===== src/rtl/acc8_pkg.sv =====
package acc8_pkg;
    localparam int unsigned IW   = 13;
    localparam int unsigned DW   = 8;
    localparam int unsigned RAW  = 6;
    localparam int unsigned IOAW = 4;
    localparam int unsigned NREG = 1 << RAW;
    localparam int unsigned NIO  = 1 << IOAW;

    typedef enum logic [4:0] {
        OP_NOP, OP_DAA, OP_CONTW, OP_SLEP, OP_WDTC, OP_IOW, OP_ENI, OP_DISI,
        OP_RET, OP_RETI, OP_CONTR, OP_IOR, OP_MOVRA, OP_CLRA, OP_CLR, OP_SUB,
        OP_DEC, OP_OR, OP_AND, OP_XOR, OP_ADD, OP_MOVAR, OP_MOVRR, OP_COM, OP_INC
    } op_e;

    typedef struct packed {
        op_e             op;
        logic            to_reg;
        logic [RAW-1:0]  ra;
        logic [IOAW-1:0] ioa;
        logic            illegal;
    } dec_s;

    typedef struct packed {
        logic [DW-1:0] res;
        logic          we_a;
        logic          we_r;
        logic          z, c, dc;
        logic          wz, wc, wdc;
    } alu_s;

    // returns {carry7, carry3, sum}
    function automatic logic [DW+1:0] add_nib(input logic [DW-1:0] a,
                                              input logic [DW-1:0] b,
                                              input logic cin);
        logic [DW:0] full;
        logic [4:0]  low;
        full = {1'b0, a} + {1'b0, b} + {{DW{1'b0}}, cin};
        low  = {1'b0, a[3:0]} + {1'b0, b[3:0]} + {4'b0, cin};
        return {full[DW], low[4], full[DW-1:0]};
    endfunction
endpackage


===== src/rtl/acc8_decode.sv =====
module acc8_decode
    import acc8_pkg::*;
(
    input  logic [IW-1:0] word,
    output dec_s          dec
);
    logic [6:0]     grp;
    logic [RAW-1:0] lo;

    assign grp = word[12:6];
    assign lo  = word[RAW-1:0];

    always_comb begin
        dec.op      = OP_NOP;
        dec.to_reg  = word[6];
        dec.ra      = lo;
        dec.ioa     = lo[IOAW-1:0];
        dec.illegal = 1'b0;
        casez (grp)
            7'b0000000: begin
                case (lo[5:4])
                    2'b00: case (lo[3:0])
                        4'd0:    dec.op = OP_NOP;
                        4'd1:    dec.op = OP_DAA;
                        4'd2:    dec.op = OP_CONTW;
                        4'd3:    dec.op = OP_SLEP;
                        4'd4:    dec.op = OP_WDTC;
                        default: dec.op = OP_IOW;
                    endcase
                    2'b01: case (lo[3:0])
                        4'd0:    dec.op = OP_ENI;
                        4'd1:    dec.op = OP_DISI;
                        4'd2:    dec.op = OP_RET;
                        4'd3:    dec.op = OP_RETI;
                        4'd4:    dec.op = OP_CONTR;
                        default: dec.op = OP_IOR;
                    endcase
                    default: dec.illegal = 1'b1;
                endcase
            end
            7'b0000001: dec.op = OP_MOVRA;
            7'b0000010: begin
                if (lo == '0) dec.op = OP_CLRA;
                else          dec.illegal = 1'b1;
            end
            7'b0000011: dec.op = OP_CLR;
            7'b000010?: dec.op = OP_SUB;
            7'b000011?: dec.op = OP_DEC;
            7'b000100?: dec.op = OP_OR;
            7'b000101?: dec.op = OP_AND;
            7'b000110?: dec.op = OP_XOR;
            7'b000111?: dec.op = OP_ADD;
            7'b0010000: dec.op = OP_MOVAR;
            7'b0010001: dec.op = OP_MOVRR;
            7'b001001?: dec.op = OP_COM;
            7'b0010100: dec.op = OP_INC;
            default:    dec.illegal = 1'b1;
        endcase
    end
endmodule


===== src/rtl/acc8_alu.sv =====
module acc8_alu
    import acc8_pkg::*;
(
    input  dec_s          dec,
    input  logic [DW-1:0] a,
    input  logic [DW-1:0] r,
    input  logic [DW-1:0] ext,
    input  logic          c_in,
    input  logic          dc_in,
    output alu_s          out
);
    logic [DW+1:0] sum_add, sum_sub;
    logic [DW-1:0] daa_lo, daa_hi;
    logic          daa_hi_adj;

    assign sum_add = add_nib(a, r, 1'b0);
    assign sum_sub = add_nib(r, ~a, 1'b1);

    always_comb begin
        daa_lo     = (a[3:0] > 4'd9 || dc_in) ? a + 8'h06 : a;
        daa_hi_adj = (daa_lo[7:4] > 4'd9) || c_in;
        daa_hi     = daa_hi_adj ? daa_lo + 8'h60 : daa_lo;
    end

    always_comb begin
        out      = '0;
        out.we_r = dec.to_reg;
        out.we_a = ~dec.to_reg;
        out.wz   = 1'b1;
        case (dec.op)
            OP_SUB: begin
                out.res = sum_sub[DW-1:0];
                out.c   = sum_sub[DW+1];
                out.dc  = sum_sub[DW];
                out.wc  = 1'b1;
                out.wdc = 1'b1;
            end
            OP_ADD: begin
                out.res = sum_add[DW-1:0];
                out.c   = sum_add[DW+1];
                out.dc  = sum_add[DW];
                out.wc  = 1'b1;
                out.wdc = 1'b1;
            end
            OP_DEC:              out.res = r - 8'd1;
            OP_INC:              out.res = r + 8'd1;
            OP_OR:               out.res = a | r;
            OP_AND:              out.res = a & r;
            OP_XOR:              out.res = a ^ r;
            OP_COM:              out.res = ~r;
            OP_MOVAR, OP_MOVRR:  out.res = r;
            OP_CLR, OP_CLRA:     out.res = '0;
            OP_MOVRA: begin
                out.res = a;
                out.wz  = 1'b0;
            end
            OP_DAA: begin
                out.res  = daa_hi;
                out.we_a = 1'b1;
                out.we_r = 1'b0;
                out.wz   = 1'b0;
                out.c    = daa_hi_adj;
                out.wc   = 1'b1;
            end
            OP_CONTR, OP_IOR: begin
                out.res  = ext;
                out.we_a = 1'b1;
                out.we_r = 1'b0;
                out.wz   = 1'b0;
            end
            default: begin
                out.we_a = 1'b0;
                out.we_r = 1'b0;
                out.wz   = 1'b0;
            end
        endcase
        out.z = (out.res == '0);
    end
endmodule


===== src/rtl/acc8_ret_stack.sv =====
module acc8_ret_stack #(
    parameter int unsigned DEPTH = 8,
    parameter int unsigned AW    = 10
) (
    input  logic          clk,
    input  logic          rst,
    input  logic          push,
    input  logic [AW-1:0] push_addr,
    input  logic          pop,
    output logic [AW-1:0] pop_addr,
    output logic          underflow
);
    localparam int unsigned PW = (DEPTH > 1) ? $clog2(DEPTH) : 1;
    localparam int unsigned CW = $clog2(DEPTH + 1);

    logic [AW-1:0] mem [DEPTH];
    logic [PW-1:0] sp, sp_dn, sp_up;
    logic [CW-1:0] cnt;
    logic          empty;

    assign empty    = (cnt == '0);
    assign sp_dn    = (sp == '0) ? PW'(DEPTH - 1) : sp - 1'b1;
    assign sp_up    = (sp == PW'(DEPTH - 1)) ? '0 : sp + 1'b1;
    assign pop_addr = empty ? '0 : mem[sp_dn];

    always_ff @(posedge clk) begin
        if (rst) begin
            sp        <= '0;
            cnt       <= '0;
            underflow <= 1'b0;
            for (int i = 0; i < DEPTH; i++) mem[i] <= '0;
        end else begin
            if (pop && empty) underflow <= 1'b1;
            if (pop && push) begin
                if (empty) begin
                    mem[sp] <= push_addr;
                    sp      <= sp_up;
                    cnt     <= CW'(1);
                end else begin
                    mem[sp_dn] <= push_addr;
                end
            end else if (pop) begin
                if (!empty) begin
                    sp  <= sp_dn;
                    cnt <= cnt - 1'b1;
                end
            end else if (push) begin
                mem[sp] <= push_addr;
                sp      <= sp_up;
                if (cnt != CW'(DEPTH)) cnt <= cnt + 1'b1;
            end
        end
    end


    depth_bound_chk: assert property (@(posedge clk) disable iff (rst)
        cnt <= CW'(DEPTH));


    underflow_sticky_chk: assert property (@(posedge clk) disable iff (rst)
        underflow |=> underflow);


    empty_pop_flags_chk: assert property (@(posedge clk) disable iff (rst)
        (pop && empty) |=> underflow);
endmodule


===== src/rtl/acc8_exec_core.sv =====
module acc8_exec_core
    import acc8_pkg::*;
#(
    parameter int unsigned PCW         = 10,
    parameter int unsigned STACK_DEPTH = 8
) (
    input  logic           clk,
    input  logic           rst,
    input  logic           instr_valid,
    input  logic [12:0]    instr,
    input  logic [PCW-1:0] pc_in,
    input  logic           push_req,
    input  logic [PCW-1:0] push_addr,
    output logic [PCW-1:0] next_pc,
    output logic           ret_taken,
    output logic           sleep_pulse,
    output logic           wdt_clear_pulse,
    output logic           illegal_pulse,
    output logic [7:0]     acc_q,
    output logic           flag_z,
    output logic           flag_c,
    output logic           flag_dc,
    output logic           int_en,
    output logic           stack_underflow
);
    dec_s          dec;
    alu_s          alu;
    logic [DW-1:0] rf   [NREG];
    logic [DW-1:0] iocr [NIO];
    logic [DW-1:0] ctrl_q;
    logic [DW-1:0] ext_val;
    logic          exec, is_ret;
    logic [PCW-1:0] ret_addr;

    acc8_decode u_dec (.word(instr), .dec(dec));

    assign ext_val = (dec.op == OP_CONTR) ? ctrl_q : iocr[dec.ioa];

    acc8_alu u_alu (
        .dec(dec), .a(acc_q), .r(rf[dec.ra]), .ext(ext_val),
        .c_in(flag_c), .dc_in(flag_dc), .out(alu)
    );

    assign exec   = instr_valid && !dec.illegal;
    assign is_ret = exec && (dec.op == OP_RET || dec.op == OP_RETI);

    acc8_ret_stack #(.DEPTH(STACK_DEPTH), .AW(PCW)) u_stk (
        .clk(clk), .rst(rst), .push(push_req), .push_addr(push_addr),
        .pop(is_ret), .pop_addr(ret_addr), .underflow(stack_underflow)
    );

    always_ff @(posedge clk) begin
        if (rst) begin
            acc_q   <= '0;
            ctrl_q  <= '0;
            flag_z  <= 1'b0;
            flag_c  <= 1'b0;
            flag_dc <= 1'b0;
            int_en  <= 1'b0;
            for (int i = 0; i < NREG; i++) rf[i] <= '0;
            for (int i = 0; i < NIO; i++)  iocr[i] <= '0;
        end else if (exec) begin
            if (alu.we_a) acc_q <= alu.res;
            if (alu.we_r) rf[dec.ra] <= alu.res;
            if (alu.wz)   flag_z  <= alu.z;
            if (alu.wc)   flag_c  <= alu.c;
            if (alu.wdc)  flag_dc <= alu.dc;
            case (dec.op)
                OP_CONTW:        ctrl_q <= acc_q;
                OP_IOW:          iocr[dec.ioa] <= acc_q;
                OP_ENI, OP_RETI: int_en <= 1'b1;
                OP_DISI:         int_en <= 1'b0;
                default: ;
            endcase
        end
    end

    always_ff @(posedge clk) begin
        if (rst) begin
            next_pc         <= '0;
            ret_taken       <= 1'b0;
            sleep_pulse     <= 1'b0;
            wdt_clear_pulse <= 1'b0;
            illegal_pulse   <= 1'b0;
        end else begin
            ret_taken       <= is_ret;
            sleep_pulse     <= exec && dec.op == OP_SLEP;
            wdt_clear_pulse <= exec && (dec.op == OP_SLEP || dec.op == OP_WDTC);
            illegal_pulse   <= instr_valid && dec.illegal;
            if (instr_valid) next_pc <= is_ret ? ret_addr : pc_in + 1'b1;
        end
    end


    sleep_implies_wdt_chk: assert property (@(posedge clk) disable iff (rst)
        sleep_pulse |-> wdt_clear_pulse);


    illegal_needs_valid_chk: assert property (@(posedge clk) disable iff (rst)
        illegal_pulse |-> $past(instr_valid));


    idle_holds_state_chk: assert property (@(posedge clk) disable iff (rst)
        !instr_valid |=> $stable({acc_q, flag_z, flag_c, flag_dc, int_en, next_pc}));


    ret_needs_valid_chk: assert property (@(posedge clk) disable iff (rst)
        ret_taken |-> $past(instr_valid) && !illegal_pulse);


    illegal_no_flag_chk: assert property (@(posedge clk) disable iff (rst)
        (instr_valid && dec.illegal) |=> $stable({acc_q, flag_z, flag_c, flag_dc, int_en}));
endmodule


===== config.mk =====
export PLATFORM = sky130hd
export DESIGN_NAME = acc8_exec_core
export DESIGN_NICKNAME = d
export VERILOG_FILES = /design/src/rtl/acc8_pkg.sv /design/src/rtl/acc8_decode.sv /design/src/rtl/acc8_alu.sv /design/src/rtl/acc8_ret_stack.sv /design/src/rtl/acc8_exec_core.sv
export SDC_FILE = /design/constraint.sdc
export NUM_CORES = 1
export LEC_CHECK = 0
export BUFFER_PORTS_ARGS = -buffer_cell sky130_fd_sc_hd__buf_2
export CAP_MARGIN = 30
export CELL_PAD_IN_SITES_DETAIL_PLACEMENT = 1
export CELL_PAD_IN_SITES_GLOBAL_PLACEMENT = 2
export CORE_ASPECT_RATIO = 0.8
export CORE_UTILIZATION = 45
export DETAILED_ROUTE_END_ITERATION = 10
export PLACE_DENSITY_LB_ADDON = 0.1
export SYNTH_ARGS = -nofsm -noshare
export SYNTH_HDL_FRONTEND = slang
export SYNTH_SLANG_ARGS = --single-unit

===== constraint.sdc =====
create_clock -name clk -period 5.8 [get_ports clk]
set_clock_uncertainty 0.05 [all_clocks]
set_input_delay 0.29 -clock clk [delete_from_list [all_inputs] [get_ports clk]]
set_output_delay 0.29 -clock clk [all_outputs]
set_load 0.01 [all_outputs]

==> run summary, run 1 <==
The run finished with clean final reports. For the number of max-slew violations in the final report, the log shows 0. The final critical delay including setup and external delays is 5.62 ns, and the reg2reg setup slack is 0.18 ns. The number of antenna violations at the first check in global routing came out at 1. Setup violations remaining at the end of the flow were counted as 0. During I/O placement, the number of pins put on the boundary was 64. The average footprint of a synthesized cell is 12.8 um^2, and the fraction of power spent switching nets is 25.0%. The worst hold-check slack was 0.0446 ns; the relative slew slack was 34.1%.

The run gives 0 as the count of yosys warnings during synthesis. The run gives 82400 um^2 as the die footprint. The tree built by TritonCTS fans out to 762 sinks.

The count of cell types in the netlist is 83, and the maximum VDD drop is 232 uV. Chip width: 321 um. The area share of the largest cell type after synthesis was 59.2%; the area after detailed placement was 38800 um^2. The first TritonRoute pass finished after 5 iterations.

Cell type with the highest aggregate area in the netlist: sky130_fd_sc_hd__edfxtp_1. For the reported max-cap violation count, the log shows 0. Summing the areas of all compound-gate instances in the mapped netlist gives 6.08% of the synthesized area. For this design the static power due to leakage is 0.0146 uW. Counting flops and latches in the post-synthesis netlist gives 762. Number of nets at the end of the flow: 3057.

The most frequent standard cell in the layout excluding fill and tap cells is sky130_fd_sc_hd__edfxtp_1. The share of synthesized cell area in and, or, nand and nor gates came out at 14.9%. The tools report the fraction of the core area covered by cells at the end of the flow as 51.7%.

After detailed routing, the average wire length per cell comes to 28.4 um. The detail route stage leaves a number of antenna-violating nets equal to 0. At the pin with the least slew margin, the transition time is 0.980 ns. The final RePlAce weighted congestion was 0.921. The maximum level of the CTS H-tree was 3. Setup repair after global routing left no endpoint under its margin. The layout has 8011 filler cells.

For the worst setup path, the data required time is 6.12 ns. Timing would allow up to 0.178 GHz. The tools report the arrival time at the worst endpoint as 5.95 ns. The worst hold path belongs to the class in2reg.

Combinational logic burns 11.0% of the power. Across all layers, the routed design uses 25.0k vias. The clock passes through at most 3 buffers.

Number of hold violations in the final report: 0. By area, the combinational part of the netlist is dominated by simple AND/OR/NAND/NOR gates. Post-route cell area: 41600 um^2.

In the layout the commonest cells are 720 x sky130_fd_sc_hd__edfxtp_1, 615 x sky130_fd_sc_hd__nor2_1, 188 x sky130_fd_sc_hd__nand2_1. The area overhead of the layout relative to synthesis is 13.8%. For the placeable core area, the log shows 80400 um^2.

The tools report the count of cells resized by post-cts repair as 0. The internal portion of the total power is 9690 uW. Dividing the detail-routed via count by the number of cells gives 6.06. Total power for the finished layout comes to 12900 uW. The first-pass GRT wire length was 173 mm. Sequential cells account for 48.5% of the total power. Detailed placement ended at an HPWL of 80.6 mm.

Type of the worst setup path: reg2reg. The initial standard-cell utilization of the core came out at 45.5%. The final worst-path cycle share was 97.0%; the synthesized cell area was 36500 um^2. The residual overflow from global routing was 0; the fraction of final layout cells sized beyond drive strength 1 was 17.2%. The number of global-route vias before repair came out at 25.5k. The number of flops mapped to enable cells by yosys works out to 720.

The total DRC errors in the routed layout came out at 0. Along the worst path, the maximum fanout reaches 32. Of the total power, the clock network draws 40.5%.

Synthesis handed over a netlist of 2847 instances. The post-detailed-routing wire length is 117 mm. TritonCTS built the clock tree. The tools report the clock root buffer as sky130_fd_sc_hd__clkbuf_16.

In the synthesized netlist the async set-or-reset flop fraction comes to 0%. Measured against the total synthesized area, the mux share comes to 12.0%. The tools report the insertion delay to the later sink of the worst-skew pair as 0.66 ns. For this design the total switching power over the nets is 3240 uW.

After Yosys synthesis, XOR and XNOR cells account for 0.719% of the synthesized area. In the post-synthesis netlist, the biggest area contributors are sky130_fd_sc_hd__edfxtp_1 59%, sky130_fd_sc_hd__mux4_2 9.2%, sky130_fd_sc_hd__nor2_1 6.3%. Clock-pin slew was measured on the worst setup and hold paths at 0.06 ns. For this run, the total global-route usage over all layers was measured as 28.6%.

The number of rows created at floorplan was 93; the adder-cell share of the synthesized area was 1.76%. The run gives 61.5% as the post-synthesis sequential area ratio. Buffers placed on the I/O ports in this run total 63. In the synthesized netlist the dominant register cell turns out to be sky130_fd_sc_hd__edfxtp_1.

STA classifies the critical path endpoint as a register. The DRC violation total after the first TritonRoute iteration came out at 2504. In this run the vertical extent of the chip is 257 um.

Largest net degree at the start of global routing: 66. The power density normalized to cell area was 311 nW/um^2; the number of buffers created by CTS was 82. The critical path startpoint category is a register.

Setup total negative slack on the finished layout was measured at 0 ns.
## flip-flops by register name, indices dropped and copies added (netlist names), 3 cells and up
register   count
ctrl_q         8
rf           512
iocr         128
acc_q          8
u_stk.sp       3
u_stk.cnt      4
u_stk.mem     80
next_pc       10
## Yosys cell counts, types with 45 or more instances
master	instances
sky130_fd_sc_hd__edfxtp_1	720
sky130_fd_sc_hd__nor2_1	617
sky130_fd_sc_hd__nand2_1	189
sky130_fd_sc_hd__mux4_2	149
sky130_fd_sc_hd__clkbuf_1	119
sky130_fd_sc_hd__and2_1	108
sky130_fd_sc_hd__mux2i_1	94
sky130_fd_sc_hd__nor4_1	83
sky130_fd_sc_hd__buf_2	60
sky130_fd_sc_hd__a21oi_1	50
sky130_fd_sc_hd__ha_1	45
sky130_fd_sc_hd__nor3_1	45
## cell type report
class | count | area, um^2 | area share (%)
well taps | 1092 | 1370 | 3.29
diodes | 1 | 2.50 | 0.00602
clock buffers | 104 | 2200 | 5.29
clock inverters | 40 | 408 | 0.981
inverters | 33 | 125 | 0.301
repair buffers | 217 | 1810 | 4.36
flip-flops and latches | 762 | 22500 | 54.0
multi-input cells | 1875 | 13200 | 31.8
## logic make-up after synthesis
family	Yosys count
compound gates	313
xor+xnor	30
fa+ha+maj	49
buf+inv	249
flops	762
mux	252
other cells	1
simple gates	1191
## metal layers
layer | GRT usage [%] | wire length (um)
met3 | 4.34 | 7650
met4 | 5.45 | 1860
met2 | 44.6 | 54400
met1 | 42.8 | 53200
met5 | 0 | 0
## through the flow
step                cells  setup WS [ns]
floorplan            2886           1.04
global placement     3964         -0.129
detailed placement   3966         -0.147
CTS                  4122          0.287
global route         4123         0.0102
finish               4124          0.176
## critical path, stage by stage (launching register included)
cell                       delay [ns]
sky130_fd_sc_hd__edfxtp_1        0.37
sky130_fd_sc_hd__mux4_2          0.51
sky130_fd_sc_hd__a32o_1          0.32
sky130_fd_sc_hd__a221oi_1        0.35
sky130_fd_sc_hd__a31oi_1         0.17
sky130_fd_sc_hd__a31oi_1         0.49
sky130_fd_sc_hd__inv_1           0.33
sky130_fd_sc_hd__fa_1            0.51
sky130_fd_sc_hd__nand2b_1        0.17
sky130_fd_sc_hd__a32o_1          0.26
sky130_fd_sc_hd__nor4_1          0.63
sky130_fd_sc_hd__o31ai_1         0.27
sky130_fd_sc_hd__nor4_4          0.41
sky130_fd_sc_hd__buf_4           0.20
sky130_fd_sc_hd__buf_12          0.19
sky130_fd_sc_hd__nor2_1          0.08
## path summary, 6_finish.rpt
kind / from / endpoint / cells after the start
worst max-delay path: rf[26][1] / rf[37][2] / 15
worst min-delay path: pc_in[5] / next_pc[5] / 5
worst max register to register: rf[26][1] / rf[37][2] / 15
worst min register to register: u_stk.underflow / u_stk.underflow / 2
## power groups by stage
stage               Sequential (uW)  Clock (uW)  Combinational, uW
global placement               6370           0               1380
floorplan                      6350           0                835
global route                   6280        5500               1500
finish                         6270        5240               1420
detailed placement             6380           0               1400
CTS                            6270        5320               1420
## timing repair
action / in CTS / in global routing
buffers inserted: 0 / 0
endpoints found under the hold margin: 79 / 0
setup endpoints to repair: 0 / 0
hold buffers: 12 / 0
Note: power is estimated with default switching activity, not from simulation.
==> run 2: changes to the inputs <==
--- a/config.mk
+++ b/config.mk
@@ -5,14 +5,16 @@
 export SDC_FILE = /design/constraint.sdc
 export NUM_CORES = 1
 export LEC_CHECK = 0
+export ABC_AREA = 1
 export BUFFER_PORTS_ARGS = -buffer_cell sky130_fd_sc_hd__buf_2
 export CAP_MARGIN = 30
 export CELL_PAD_IN_SITES_DETAIL_PLACEMENT = 1
 export CELL_PAD_IN_SITES_GLOBAL_PLACEMENT = 2
 export CORE_ASPECT_RATIO = 0.8
-export CORE_UTILIZATION = 45
+export CORE_UTILIZATION = 40
 export DETAILED_ROUTE_END_ITERATION = 10
 export PLACE_DENSITY_LB_ADDON = 0.1
 export SYNTH_ARGS = -nofsm -noshare
 export SYNTH_HDL_FRONTEND = slang
+export SYNTH_HIERARCHICAL = 1
 export SYNTH_SLANG_ARGS = --single-unit
==> run 2 against run 1 <==
Effect of this change:
- non-clock buffer count shrank 10
- total power up 2.9%
- largest power group unchanged
- routed wire length up 12%
- critical path type is now in2reg
- combinational power up 3%
- first-iteration DRC count decreased by 2.6%
- largest cell class unchanged
- via count up 26%
==> run summary, run 2 <==
For this run, the register share of the synthesized area comes to 57.1%. After detailed routing, the total wire length is 131 mm. The register with the most flip-flops in the layout has 512 of them. Relative slew slack: 38.6%.

Ranked by total cell area, the synthesized netlist is headed by sky130_fd_sc_hd__edfxtp_1 55%, sky130_fd_sc_hd__nand2_1 18%, sky130_fd_sc_hd__nor2_1 8.3%. For this run, the post-layout net count is 4744. Worst slack at placement: 0.384 ns.

The top cell type by area accounts for 55.0% of the synthesized area. The per-cell routed wire length was 21.7 um. In this run the tool buffered the top-level ports with 63 buffer cells. The critical path is of the in2reg type. The instance count along the most critical hold path is 5. The first detailed-routing pass ran for 6 iterations. The share of synthesized cell area in and, or, nand and nor gates works out to 33.9%. The synthesized cell area is 39300 um^2, and the maximum cell stage delay along the critical path is 0.61 ns. The most numerous cell type found on the critical path is sky130_fd_sc_hd__nand2_1. The portion of synthesized area spent on multiplexers is 0%.

When the netlist entered floorplanning its net count stood at 4703. Once layout is complete, the utilization of the core stands at 45.7%. The most critical setup path has its endpoint at rf[0][4]. The die is 353 um wide. STA classifies the critical path endpoint as a register. Routability-driven placement finished with a final weighted congestion of 0.878. For the number of rows created at floorplan, the log shows 102.

Each instance of the synthesized netlist takes up on average 8.51 um^2. The clock root buffer is sky130_fd_sc_hd__clkbuf_16. Number of nets with antenna violations after detailed routing: 0.

The DRC violation total after the first TritonRoute iteration came out at 2439. In the final layout, the registers with the most flip-flops are rf x512, iocr x128, u_stk/mem x80. In this run the static leakage power is 0.0184 uW. TritonCTS built the clock tree.

The maximum VDD drop is 243 uV. The tools report the total of endpoints with negative setup slack in the final report as 0. CTS saw 762 sinks. The design draws 13300 uW.

The count of yosys warnings during synthesis was 6; the number of max-slew violations in the final report was 0. The synthesized netlist devotes 2.77% of its cell area to compound gates. Most frequent standard cell in the layout excluding fill and tap cells: sky130_fd_sc_hd__nand2_1. After synthesis the netlist holds a flip-flop and latch count of 762. In the synthesized netlist, the cells that appear most often are 1927 x sky130_fd_sc_hd__nand2_1, 872 x sky130_fd_sc_hd__nor2_1, 720 x sky130_fd_sc_hd__edfxtp_1, 169 x sky130_fd_sc_hd__clkbuf_1, 123 x sky130_fd_sc_hd__inv_1.

Clock-pin slew was measured on the worst setup and hold paths at 0.06 ns. The final worst-path cycle share is 84.2%, and the via total after detailed routing is 31.5k. At the pin with the least slew margin, the transition time is 0.914 ns. The tools report the arrival time at the worst endpoint as 5.23 ns.

The worst register-to-register path has a setup slack of 1.08 ns. The number of buffers and inverters on the critical path is 6. The die height was 282 um; the antenna diode count was 0.

The total area inside the core boundary comes to 97100 um^2. Among all stages on the critical path, the largest delay is contributed by sky130_fd_sc_hd__fa_1. The flow ran to the end, and the final reports show no timing, DRC or antenna violations.

In this run, CTS created clock tree buffers numbering 85. The logs give 0 for the number of hold violations in the final report and 0 for the number of antenna violations at the first check in global routing. The required time at the worst-slack endpoint is 6.14 ns.

The most common cell in the synthesized netlist is sky130_fd_sc_hd__nand2_1. The number of flops mapped to enable cells by yosys was 720; the fraction of final layout cells sized beyond drive strength 1 was 11.4%. Net switching is 26.1% of the power. The switching power is 3470 uW, and the area overhead of the layout relative to synthesis is 12.9%. Of the total power, combinational logic draws 10.9%. First-pass GRT wire length: 199 mm. The final critical delay including setup and external delays is 4.88 ns, and the insertion delay to the later sink of the worst-skew pair is 0.66 ns. Per report_power, the clock group accounts for 42.0% of the total.

For this design the top-level I/O count stands at 64. After technology mapping, the gate count stands at 4623. For the achievable frequency, the log shows 0.205 GHz. For the cell internal power dissipation, the log shows 9840 uW. The tools report the worst setup path startpoint as instr[0]. In this run the critical register-to-register path is captured at rf[0][4]. Counting buffers and inverters, the worst setup path is 23 cells deep. The tools report the reported max-cap violation count as 0. The die covers 99600 um^2.

Among all flip-flop cells after synthesis, the most frequent one is sky130_fd_sc_hd__edfxtp_1. Cell type group with the largest total delay on the critical path: simple AND/OR/NAND/NOR gates. In this run the worst path has a maximum fanout of 56. Across every metal layer, demand over resource in global routing totals 26.3%. The run gives 11.4k as the count of filler cells inserted in the layout. Measured in cells, the most critical reg-to-reg path has a length of 20. Of the total synthesized cell area, the portion taken by full adders, half adders and majority gates is 1.44%. The critical path startpoint category was an input port. Count of cell types in the netlist: 46. The HPWL reported at the end of detailed placement came out at 87.3 mm.

Register with the highest flop count: rf. Of all cell types, the one taking the most synthesized area is sky130_fd_sc_hd__edfxtp_1. The per-cell via count in the routed design is 5.22. For the final routed database, the setup TNS stands at 0 ns. Leaving out fill and tap cells, the most frequent cells in the layout are 1927 x sky130_fd_sc_hd__nand2_1, 869 x sky130_fd_sc_hd__nor2_1, 720 x sky130_fd_sc_hd__edfxtp_1.

The share of flip-flops with an asynchronous set or reset came out at 0%. Walking the worst path, the cells encountered are buf_8 -> inv_8 -> buf_4 -> nand2_1 -> nand2_1 -> nand2_1 -> nand2_1 -> nand2_1 -> nand2_1 -> nand2_1 -> nand2_1 -> nor2_1 -> nand2_1 -> fa_1 -> nand3_1 -> nand3_1 -> nand3_1 -> nand3_1 -> nor2_1 -> inv_1 -> clkinv_2 -> buf_12 -> nor2_1. Power spread over the standard cell area amounts to 300 nW/um^2. The run gives 40.5% as the initial standard-cell utilization of the core. After detailed routing, the number of remaining DRC violations is 0.

The setup slack after layout is 0.915 ns. The logs give 0 for the post-CTS setup buffer count and 3 for the maximum buffer depth of the clock tree. For this run the aggregate overflow at the end of global routing stands at 0. By area, the combinational part of the netlist is dominated by simple AND/OR/NAND/NOR gates. Per report_power, the sequential group accounts for 47.0% of the total. The path class of the tightest hold or removal check is in2reg.

In this run the critical register-to-register path is launched from rf[1][1]. Setup repair after global routing left no endpoint under its margin. Summing the areas of all xor and xnor instances in the mapped netlist gives 0.178% of the synthesized area. The number of global-route vias before repair was 31.8k. Entering global routing, the biggest net connects 65 pins. The tools report the maximum level of the CTS H-tree as 3.
## run 2: through the flow
stage,hold WS [ns],cells,cell area [um^2]
2_1_floorplan,0.309,4623,39300
3_3_place_gp,0.398,5860,41400
3_5_place_dp,0.421,5862,41400
4_1_cts,0.0173,6036,44400
5_1_grt,0.0799,6036,44400
6_report,0.0478,6036,44400
## run 2: cell type report
class	instances	area, um^2	share of cell area, %
clock inverters	48	531	1.20
clock buffers	111	2290	5.16
inverters	161	632	1.42
flip-flops and latches	762	22500	50.6
multi-input cells	3447	15100	34.0
well taps	1300	1630	3.66
repair buffers	207	1730	3.90
## run 2: how the worst min path moves through the flow
stage / from / endpoint / slack, ns
after floorplan: rst / u_stk/cnt[0] / 0.31
after global placement: u_stk/underflow / u_stk/underflow / 0.40
after detailed placement: next_pc[9] / next_pc[9] / 0.42
after CTS: pc_in[1] / next_pc[3] / 0.02
after global routing: pc_in[1] / next_pc[3] / 0.08
final: pc_in[1] / next_pc[3] / 0.05
## run 2: per-layer routing
metal | global-route usage (%) | vias to the layer above | wire length, um
met5 | 0 | - | 0
met2 | 40.3 | 672 | 57500
met1 | 38.8 | 15600 | 64200
met3 | 3.78 | 181 | 6490
met4 | 6.59 | 0 | 2940
li1 | - | 15100 | -
## run 2: timing repair
action / in CTS / in global routing
resized for setup: 0 / 0
hold buffers: 15 / 0
endpoints found under the hold margin: 15 / 0
## run 2: kinds of logic after synthesis
group / count (synthesis)
AND/OR/NAND/NOR: 3198
buffers and inverters: 414
adder cells (fa/ha/maj): 43
XOR/XNOR: 8
AO/OA/AOI/OAI: 198
flip-flops: 762
## run 2: worst min-delay path, cell delays in order
cell                      delay, ns
sky130_fd_sc_hd__buf_2         0.11
sky130_fd_sc_hd__nand3_1       0.11
sky130_fd_sc_hd__xnor2_1       0.07
sky130_fd_sc_hd__nand2_1       0.05
sky130_fd_sc_hd__a21oi_1       0.05
## run 2: power groups by stage
stage	logic [uW]	registers, uW	clock network [uW]
global route	1600	6270	5880
floorplan	897	6350	0
CTS	1460	6260	5680
global placement	1430	6360	0
finish	1460	6260	5590
detailed placement	1440	6370	0
